===== config.mk =====
export PLATFORM = sky130hd
export DESIGN_NAME = pci_target_window
export DESIGN_NICKNAME = d
export VERILOG_FILES = /design/src/rtl/pci_tgt_pkg.sv /design/src/rtl/pci_tgt_dpath.sv /design/src/rtl/pci_tgt_ctrl.sv /design/src/rtl/pci_target_window.sv
export SDC_FILE = /design/constraint.sdc
export NUM_CORES = 1
export LEC_CHECK = 0
export ABC_AREA = 1
export BUFFER_PORTS_ARGS = -buffer_cell sky130_fd_sc_hd__buf_2
export CAP_MARGIN = 25
export CORE_MARGIN = 4
export CORE_UTILIZATION = 43
export CTS_CLUSTER_DIAMETER = 30
export DETAILED_ROUTE_END_ITERATION = 8
export GPL_ROUTABILITY_DRIVEN = 1
export PLACE_DENSITY = 0.77
export SYNTH_ARGS = -nofsm -noshare
export SYNTH_HDL_FRONTEND = slang
export SYNTH_SLANG_ARGS = --single-unit

===== constraint.sdc =====
create_clock -name clk -period 1.34 [get_ports clk]
set_clock_uncertainty 0.1 [all_clocks]
set_input_delay 0.134 -clock clk [delete_from_list [all_inputs] [get_ports clk]]
set_output_delay 0.134 -clock clk [all_outputs]
set_load 0.03 [all_outputs]

===== src/rtl/pci_tgt_pkg.sv =====
package pci_tgt_pkg;

  typedef enum logic [2:0] {
    ST_IDLE,
    ST_DECODE,
    ST_WAIT,
    ST_DATA,
    ST_HOLD,
    ST_TURN
  } tgtState_t;

  // strobes from control to datapath
  typedef struct packed {
    logic latchAddr;
    logic incAddr;
    logic loadRdata;
  } dpStrobe_t;

  typedef struct packed {
    logic ok;
    logic isWrite;
    logic isIo;
  } cmdInfo_t;

  // command classification; cache-oriented memory commands fold onto the basic ones
  function automatic cmdInfo_t classifyCmd(input logic [3:0] c);
    cmdInfo_t r;
    case (c)
      4'b0010:                   r = '{1'b1, 1'b0, 1'b1};
      4'b0011:                   r = '{1'b1, 1'b1, 1'b1};
      4'b0110, 4'b1100, 4'b1110: r = '{1'b1, 1'b0, 1'b0};
      4'b0111, 4'b1111:          r = '{1'b1, 1'b1, 1'b0};
      default:                   r = '{1'b0, 1'b0, 1'b0};
    endcase
    return r;
  endfunction

endpackage


===== src/rtl/pci_tgt_dpath.sv =====
module pci_tgt_dpath
  import pci_tgt_pkg::*;
#(
  parameter logic [31:0] IO_BASE      = 32'h0000_C000,
  parameter logic [31:0] MEM_BASE     = 32'hFEB0_0000,
  parameter int          WIN_BYTES    = 128,
  parameter int          LEGACY_BYTES = 32
) (
  input  logic                         clk,
  input  logic                         rstN,
  input  logic [31:0]                  adIn,
  input  logic [3:0]                   cbeN,
  input  logic                         adOe,
  input  dpStrobe_t                    strobe,
  input  logic [31:0]                  regRdata,
  output logic                         ioHit,
  output logic                         memHit,
  output logic                         edgeRegion,
  output logic [$clog2(WIN_BYTES)-1:0] regOffset,
  output logic [31:0]                  adOut,
  output logic                         parOut,
  output logic                         parOe
);

  localparam int          WIN_AW  = $clog2(WIN_BYTES);
  localparam logic [31:0] HI_MASK = ~(32'(WIN_BYTES) - 32'd1);

  logic [WIN_AW-3:0] offQ;

  // full 32-bit window compare
  assign ioHit  = (adIn & HI_MASK) == (IO_BASE & HI_MASK);
  assign memHit = (adIn & HI_MASK) == (MEM_BASE & HI_MASK);

  assign regOffset  = {offQ, 2'b00};
  assign edgeRegion = (regOffset < WIN_AW'(LEGACY_BYTES)) || (&offQ);

  always_ff @(posedge clk or negedge rstN) begin
    if (!rstN) begin
      offQ   <= '0;
      adOut  <= '0;
      parOut <= 1'b0;
      parOe  <= 1'b0;
    end else begin
      if (strobe.latchAddr)
        offQ <= adIn[WIN_AW-1:2];
      else if (strobe.incAddr)
        offQ <= offQ + (WIN_AW-2)'(1);
      if (strobe.loadRdata)
        adOut <= regRdata;
      parOut <= ^{adOut, cbeN};
      parOe  <= adOe;
    end
  end

endmodule


===== src/rtl/pci_tgt_ctrl.sv =====
module pci_tgt_ctrl
  import pci_tgt_pkg::*;
#(
  parameter int WAIT_STATES = 1
) (
  input  logic       clk,
  input  logic       rstN,
  input  logic       frameN,
  input  logic       irdyN,
  input  logic [3:0] cbeN,
  input  logic       ioHit,
  input  logic       memHit,
  input  logic       edgeRegion,
  output dpStrobe_t  strobe,
  output logic       devselN,
  output logic       trdyN,
  output logic       stopN,
  output logic       ctlOe,
  output logic       adOe,
  output logic       regRd,
  output logic       regWr
);

  localparam int CNT_W = $clog2(WAIT_STATES + 2);

  tgtState_t  state;
  logic [CNT_W-1:0] cnt;
  logic       frameQ;
  logic       isWriteQ;
  cmdInfo_t   info;
  logic       addrPhase, canStart, claim, xfer;

  assign info      = classifyCmd(cbeN);
  // new address phase: FRAME low now, high at the previous edge (no idle needed)
  assign addrPhase = !frameN && frameQ;
  assign canStart  = (state == ST_IDLE) || (state == ST_TURN);
  assign claim     = info.ok && (info.isIo ? ioHit : memHit);
  assign xfer      = (state == ST_DATA) && !irdyN;

  assign strobe.latchAddr = canStart && addrPhase;
  assign strobe.incAddr   = xfer && !frameN && stopN;
  assign strobe.loadRdata = (state == ST_WAIT) && (cnt == '0) && !isWriteQ;
  assign regRd = strobe.loadRdata;
  assign regWr = xfer && isWriteQ;

  always_ff @(posedge clk or negedge rstN) begin
    if (!rstN) begin
      state    <= ST_IDLE;
      cnt      <= '0;
      frameQ   <= 1'b1;
      isWriteQ <= 1'b0;
      devselN  <= 1'b1;
      trdyN    <= 1'b1;
      stopN    <= 1'b1;
      ctlOe    <= 1'b0;
      adOe     <= 1'b0;
    end else begin
      frameQ <= frameN;
      case (state)
        ST_IDLE, ST_TURN: begin
          devselN <= 1'b1;
          trdyN   <= 1'b1;
          stopN   <= 1'b1;
          ctlOe   <= 1'b0;
          adOe    <= 1'b0;
          if (canStart && addrPhase && claim) begin
            state    <= ST_DECODE;
            isWriteQ <= info.isWrite;
          end else begin
            state <= ST_IDLE;
          end
        end
        ST_DECODE: begin
          devselN <= 1'b0;
          ctlOe   <= 1'b1;
          adOe    <= !isWriteQ;
          cnt     <= CNT_W'(WAIT_STATES);
          state   <= ST_WAIT;
        end
        ST_WAIT: begin
          if (cnt == '0) begin
            trdyN <= 1'b0;
            stopN <= !(edgeRegion && !frameN);
            state <= ST_DATA;
          end else begin
            cnt <= cnt - CNT_W'(1);
          end
        end
        ST_DATA: begin
          if (!irdyN) begin
            trdyN <= 1'b1;
            if (frameN) begin
              devselN <= 1'b1;
              stopN   <= 1'b1;
              adOe    <= 1'b0;
              state   <= ST_TURN;
            end else if (!stopN) begin
              state <= ST_HOLD;
            end else begin
              cnt   <= CNT_W'(WAIT_STATES);
              state <= ST_WAIT;
            end
          end
        end
        ST_HOLD: begin
          if (frameN) begin
            devselN <= 1'b1;
            stopN   <= 1'b1;
            adOe    <= 1'b0;
            state   <= ST_TURN;
          end
        end
        default: state <= ST_IDLE;
      endcase
    end
  end

  // medium decode timing
  a_r4_devsel_medium: assert property (@(posedge clk) disable iff (!rstN)
    (canStart && addrPhase && claim) |-> ##2 (!devselN && ctlOe));

  // rejected command leaves the bus alone
  a_r2_no_claim_bad_cmd: assert property (@(posedge clk) disable iff (!rstN)
    (canStart && addrPhase && !info.ok) |=> (devselN && !ctlOe));

  // TRDY only inside a claimed cycle
  a_r5_trdy_needs_devsel: assert property (@(posedge clk) disable iff (!rstN)
    !trdyN |-> (!devselN && ctlOe));

  // disconnect only where bursts are refused
  a_r7_stop_only_edge: assert property (@(posedge clk) disable iff (!rstN)
    (!trdyN && !stopN) |-> edgeRegion);

  // burst continues without STOP above the low region
  a_r8_burst_no_stop: assert property (@(posedge clk) disable iff (!rstN)
    (!trdyN && stopN && !frameN) |-> !edgeRegion);

  // one fetch per data phase, never while TRDY is pending
  a_r9_single_fetch: assert property (@(posedge clk) disable iff (!rstN)
    regRd |-> (trdyN ##1 !regRd));

  // writes only on a completed transfer
  a_r6_write_on_transfer: assert property (@(posedge clk) disable iff (!rstN)
    regWr |-> (!irdyN && !trdyN && !devselN));

endmodule


===== src/rtl/pci_target_window.sv =====
module pci_target_window
  import pci_tgt_pkg::*;
#(
  parameter logic [31:0] IO_BASE      = 32'h0000_C000,
  parameter logic [31:0] MEM_BASE     = 32'hFEB0_0000,
  parameter int          WIN_BYTES    = 128,
  parameter int          LEGACY_BYTES = 32,
  parameter int          WAIT_STATES  = 1
) (
  input  logic                         clk,
  input  logic                         rstN,
  input  logic                         frameN,
  input  logic                         irdyN,
  input  logic [3:0]                   cbeN,
  input  logic [31:0]                  adIn,
  output logic [31:0]                  adOut,
  output logic                         adOe,
  output logic                         parOut,
  output logic                         parOe,
  output logic                         devselN,
  output logic                         trdyN,
  output logic                         stopN,
  output logic                         ctlOe,
  output logic [$clog2(WIN_BYTES)-1:0] regOffset,
  output logic                         regRd,
  output logic                         regWr,
  output logic [3:0]                   regByteEn,
  output logic [31:0]                  regWdata,
  input  logic [31:0]                  regRdata,
  output logic                         fastB2bCap
);

  dpStrobe_t strobe;
  logic      ioHit, memHit, edgeRegion;

  assign regByteEn  = ~cbeN;
  assign regWdata   = adIn;
  assign fastB2bCap = 1'b1;

  pci_tgt_ctrl #(
    .WAIT_STATES (WAIT_STATES)
  ) uCtrl (
    .clk        (clk),
    .rstN       (rstN),
    .frameN     (frameN),
    .irdyN      (irdyN),
    .cbeN       (cbeN),
    .ioHit      (ioHit),
    .memHit     (memHit),
    .edgeRegion (edgeRegion),
    .strobe     (strobe),
    .devselN    (devselN),
    .trdyN      (trdyN),
    .stopN      (stopN),
    .ctlOe      (ctlOe),
    .adOe       (adOe),
    .regRd      (regRd),
    .regWr      (regWr)
  );

  pci_tgt_dpath #(
    .IO_BASE      (IO_BASE),
    .MEM_BASE     (MEM_BASE),
    .WIN_BYTES    (WIN_BYTES),
    .LEGACY_BYTES (LEGACY_BYTES)
  ) uDpath (
    .clk        (clk),
    .rstN       (rstN),
    .adIn       (adIn),
    .cbeN       (cbeN),
    .adOe       (adOe),
    .strobe     (strobe),
    .regRdata   (regRdata),
    .ioHit      (ioHit),
    .memHit     (memHit),
    .edgeRegion (edgeRegion),
    .regOffset  (regOffset),
    .adOut      (adOut),
    .parOut     (parOut),
    .parOe      (parOe)
  );

endmodule


== Word level (Yosys, flattened, before mapping) ==
Index checks and enable logic that the tools add are counted.
W data, S select, Z words.

* Add/subtract/negate cells: 2
* $lt $le $gt $ge: 1
* Equal/unequal tests: 20
* Mux-type cells: 30
* Bitwise gates (word level): 1
* Reductions and logical operators: 36

{| class="wikitable"
|+ Operators by type and width
! cell !! number
|-
| $reduce_xor A36 Y1 || 1
|-
| $eq A25 B25 Y1 const B || 1
|-
| $eq A25 B9 Y1 const B || 1
|-
| $mux W3 || 5
|-
| $pmux W3 S5 || 1
|-
| $eq A4 B4 Y1 const B || 3
|-
| $pmux W1 S4 || 3
|-
| $pmux W3 S4 || 1
|-
| $logic_and A1 B1 Y1 || 11
|-
| $mux W1 || 11
|-
| $mux W5 || 2
|-
| $ne A2 B2 Y1 const B || 5
|-
| $reduce_and A5 Y1 || 2
|-
| $reduce_and A3 Y1 || 3
|-
| $eq A4 B2 Y1 const B || 2
|-
| $eq A4 B3 Y1 const B || 2
|-
| $mux W2 || 4
|-
| $reduce_bool A4 Y1 || 2
|-
| $lt A7 B6 Y1 const B || 1
|-
| $eq A3 B2 Y1 const B || 2
|-
| $eq A3 B3 Y1 const B || 2
|-
| $pmux W2 S3 || 1
|-
| $reduce_bool A3 Y1 || 2
|-
| $add A5 B1 Y5 const B || 1
|-
| other kinds (14) || 21
|}

* Register bits: 51
* Input port bits: 72
* Output and inout port bits: 85
* Word-level logic and storage cells: 103

== Longest topological paths before layout ==
* Word-level depth: 8
* Depth in mapped cells: 12
* Mapped depth without buffers: 12

== Cells and area by module ==
A second synthesis with hierarchy kept.

* Cells, all modules: 467
* Area total of the unflattened synthesis: 3393.3 um^2

{| class="wikitable"
|+ Modules (own cells, without submodules)
! module !! times used !! cells an instance !! area an instance (um^2) !! seq. area each (um^2)
|-
| pci_tgt_dpath || 1 || 317 || 2328.5 || 975.9
|-
| pci_tgt_ctrl || 1 || 112 || 798.3 || 305.3
|-
| pci_target_window || 1 || 38 || 266.5 || 0.0
|}

== Worst setup path after synthesis ==
OpenSTA, ideal clock, no wires.

* Kind: register to output
* Start point: register uCtrl.state[2]
* End point: output port regWr
* Arrival: 1.433 ns
* Required time: 1.106 ns
* Path slack: -0.327 ns
* Cell stages (with the launch flop): 4
* Path buffers: 0
* Cells stage by stage: dfrtp_1 nor2_4 nand2_1 nor3b_1

* Longest elaborated chain between the ends: 3

{| class="wikitable"
|+ Ends and longest elaborated chain
! element !! line !! source
|-
| from (decl) || pci_tgt_ctrl.sv:26 || <nowiki>tgtState_t state;</nowiki>
|-
| from (signal assigned) || pci_tgt_ctrl.sv:48 || <nowiki>state <= ST_IDLE;</nowiki>
|-
| from (signal assigned) || pci_tgt_ctrl.sv:67 || <nowiki>state <= ST_DECODE;</nowiki>
|-
| from (signal assigned) || pci_tgt_ctrl.sv:70 || <nowiki>state <= ST_IDLE;</nowiki>
|-
| $eq A3 B2 Y1 || pci_tgt_ctrl.sv:38 || <nowiki>assign xfer = (state == ST_DATA) && !irdyN;</nowiki>
|-
| $logic_and A1 B1 Y1 || pci_tgt_ctrl.sv:38 ||
|-
| $logic_and A1 B1 Y1 || pci_tgt_ctrl.sv:44 || <nowiki>assign regWr = xfer && isWriteQ;</nowiki>
|-
| to (decl) || pci_target_window.sv:26 || <nowiki>output logic regWr,</nowiki>
|}

No other way between the ends.

== Final worst setup path ==
* Start point: register uCtrl.state[2]
* End point: output port regRd

* Longest elaborated chain between the ends: 3

{| class="wikitable"
|+ Ends and longest elaborated chain
! element !! line !! source
|-
| $eq A3 B2 Y1 || pci_tgt_ctrl.sv:42 || <nowiki>assign strobe.loadRdata = (state == ST_WAIT) && (cnt == '0) && !isWriteQ;</nowiki>
|-
| $logic_and A1 B1 Y1 (2 in series) || pci_tgt_ctrl.sv:42 ||
|-
| to (decl) || pci_target_window.sv:25 || <nowiki>output logic regRd,</nowiki>
|}

No other way between the ends.

==> impl_results.md <==
* Worst hold path startpoint: frameN
* Site Rows at 32
* Yosys Warn Count at 0
* Critical path startpoint: uCtrl.state[2]
* Number of remaining DRC errors at 0
* Total Neg Setup Slack at -13.61 ns
* Worst vdd ir at 1.46 mV
* Synth cell types at 30
* Reg area at 1300 µm²
* RR Startpoint: uCtrl.state[2]
* RePlAce Congestion at 0.907
* Vias in the first global route at 4026
* Wirelength per Cell at 13.3 µm
* Final Hold Fails at 0
* Multi-input gate area at 2010 µm²
* Final setup margin at -0.383 ns
* Cell family with most CP delay: simple AND/OR/NAND/NOR gates
* Worst-Skew Late Latency at 0.31 ns
* Routed via count at 3968
* Final setup viols at 51
* Largest net degree at the start of global routing at 52
* Pwr Total at 14.7 mW
* CTS buffer count at 5
* Num ports at 157
* TritonCTS clock tree: done
* Most common cell on crit path: nor2_4
* First-pass GRT wire length at 17500 µm
* Clock root buffer master: clkbuf_8
* Worst Hold Class: in2reg
* DR pass1 iterations at 5
* Cells after Synth at 499
* Dpl ws at -0.245 ns
* Drt via density at 4.79
* Worst-path cell chain: nor2_4 -> nand2_4 -> nor2_4 -> inv_2 -> nor2_4 -> buf_6
* Slew Limit Fails at 0
* Sequential cell area fraction in the yosys report at 36.8%
* Syn avg cell area at 6.98 µm²
* Power Dens Cells at 2630 nW/µm²
* Adder-cell share of the synthesized area at 2.87%
* Simple-Gate Fraction of Synth Area at 34.4%
* Crit-path max cell delay at 0.44 ns
* RSZ-0062 raised after global routing: true
* Most common cell after layout, fill and taps aside: nand2_1
* Clock Sinks at 51
* Die width at 98.0 µm
* Initial Utilization at 44.6%
* Highest clock rate at 580 MHz
* Period minus WS final at 1.72 ns
* Worst-path fanout max at 3
* Max Cap Viol at 0
* Total wire length at 11000 µm
* Xor and xnor area share after synthesis at 4.78%
* Leakage at 3.06 nW
* Clock Pin Slew Worst Setup and Hold Paths at 0.11 ns
* WP buf/inv at 2
* Mux cell area share after synthesis at 0%
* WP data arrival at 1.49 ns
* Die Y at 98.0 µm
* IO Port Bufs at 149
* Core box area at 7810 µm²
* Worst setup EP type: output pin
* Area Growth Syn to Fin at 60.7%
* CP required at 1.11 ns
* All-Layer GR Usage at 21.6%
* Initial antenna violation count at 0
* N_diodes at 0
* H-Tree Depth at 2
* Commonest cells after routing, fill and taps aside: 182 x nand2_1, 144 x buf_2, 60 x buf_4
* Status: finished, violations left
* Final Cycle Share at 129%
* Mapped cell area at 3480 µm²
* Worst setup SP type: flip-flop
* Failing checks: setup timing
* Filler cells at 594
* Top cell type's share of synthesized area at 33.8%
* Iter 0 DRT Violations at 166
* Area contributors post-synth: dfrtp_1 34%, nand2_1 23%, buf_4 7.5%
* Synthesized flop and latch total at 51
* Max Buffers Root-to-Sink at 2
* Antenna-violating nets left at 0
* Nets at 806
* Total gr overflow at 0
* Slowest cell on crit path: dfrtp_1
* Share of cells above drive strength 1 at 49.7%
* Largest family of logic cells by synthesized area: simple AND/OR/NAND/NOR gates
* Detailed placer's ending HPWL at 7260 µm
* Crit path kind: reg2out
* Die area at 9610 µm²
* Synth area leader: dfrtp_1
* Complex-gate fraction of the synthesized area at 5.75%
area by class of cell:
class / count / area share (%)
multi-input cells: 356 / 35.8
repair buffers: 260 / 32.8
flip-flops and latches: 51 / 23.1
inverters: 52 / 3.93
well taps: 102 / 2.28
clock buffers: 5 / 1.23
clock inverters: 3 / 0.827
cells by family after synthesis:
kind of cell	count (synthesis)
buffers and inverters	93
other	2
XOR/XNOR	19
flip-flops	51
AO/OA/AOI/OAI	34
adder cells (fa/ha/maj)	8
AND/OR/NAND/NOR	292
Yosys cell counts:
cell type,count
nand2_1,218
inv_1,49
dfrtp_1,47
buf_4,35
nor2_1,28
nand3_1,19
o21ai_0,17
xnor2_1,11
nand2_2,9
ha_1,8
xor2_1,8
nor3_1,7
o211ai_1,5
dfstp_2,4
o21ai_1,4
a21oi_1,3
inv_2,3
nand4_1,3
nor2_4,3
o21ai_2,3
or2_2,3
buf_2,2
buf_8,2
conb_1,2
a32oi_1,1
buf_12,1
buf_6,1
nand2_4,1
nor3b_1,1
o31ai_1,1
repair_timing:
action | in CTS | in global routing
hold buffers | 39 | 0
cloned | 3 | 2
buffers inserted | 13 | 12
endpoints found under the hold margin | 89 | 0
resized for setup | 34 | 84
pin swaps | 4 | 20
setup endpoints to repair | 50 | 53
layer usage:
layer | share of wire [%] | GRT usage [%] | vias to the layer above | routed length [µm]
met5 | 0 | 0 | - | 0
met4 | 1.4 | 5.64 | 0 | 153
met3 | 5.9 | 4.57 | 14 | 652
met1 | 39 | 24.7 | 1848 | 4270
li1 | - | - | 1953 | -
met2 | 54 | 40.7 | 153 | 5920
path summary, 6_finish.rpt:
check | endpoint | cells after the start | slack [ns]
hold / removal | uCtrl.state[1] | 3 | 0.12
setup / recovery | regRd | 6 | -0.38
min in group asynchronous | uDpath.offQ[1] | 3 | 0.23
max in group asynchronous | uCtrl.devselN | 3 | 0.61
hold reg to reg | uDpath.parOe | 0 | 0.35
setup reg to reg | uDpath.adOut[18] | 10 | -0.35
flip-flops by register name, summed over array words and instances, names as in the netlist:
register / flops
uCtrl.trdyN: 1
uDpath.parOe: 1
uCtrl.adOe: 1
uCtrl.cnt: 2
uDpath.adOut: 32
uCtrl.devselN: 1
uCtrl.state: 3
uDpath.parOut: 1
uCtrl.stopN: 1
uCtrl.ctlOe: 1
uCtrl.isWriteQ: 1
uCtrl.frameQ: 1
uDpath.offQ: 5
metrics by stage:
step / hold WS (ns) / cells / util (%) / instance area [µm²]
finish: 0.119 / 829 / 71.7 / 5600
global route: 0.135 / 829 / 71.7 / 5600
CTS: 0.0867 / 821 / 68.6 / 5360
detailed placement: 0.0531 / 758 / 58.4 / 4560
global placement: 0.0481 / 758 / 58.4 / 4560
floorplan: -0.262 / 500 / - / 3640
where the power goes:
part / internal [mW] / total [mW] / leakage (nW) / switching, mW
clock network: 0.564 / 1.12 / 0.0548 / 0.559
logic: 4.35 / 10.5 / 2.40 / 6.13
registers: 2.32 / 3.10 / 0.611 / 0.776
total: 7.24 / 14.7 / 3.06 / 7.46
tightest hold or removal path: stages:
cell and delay [ns]:
buf_2 0.16, nor2_4 0.13, o31ai_1 0.08
Power figures use the tool's default switching activity.
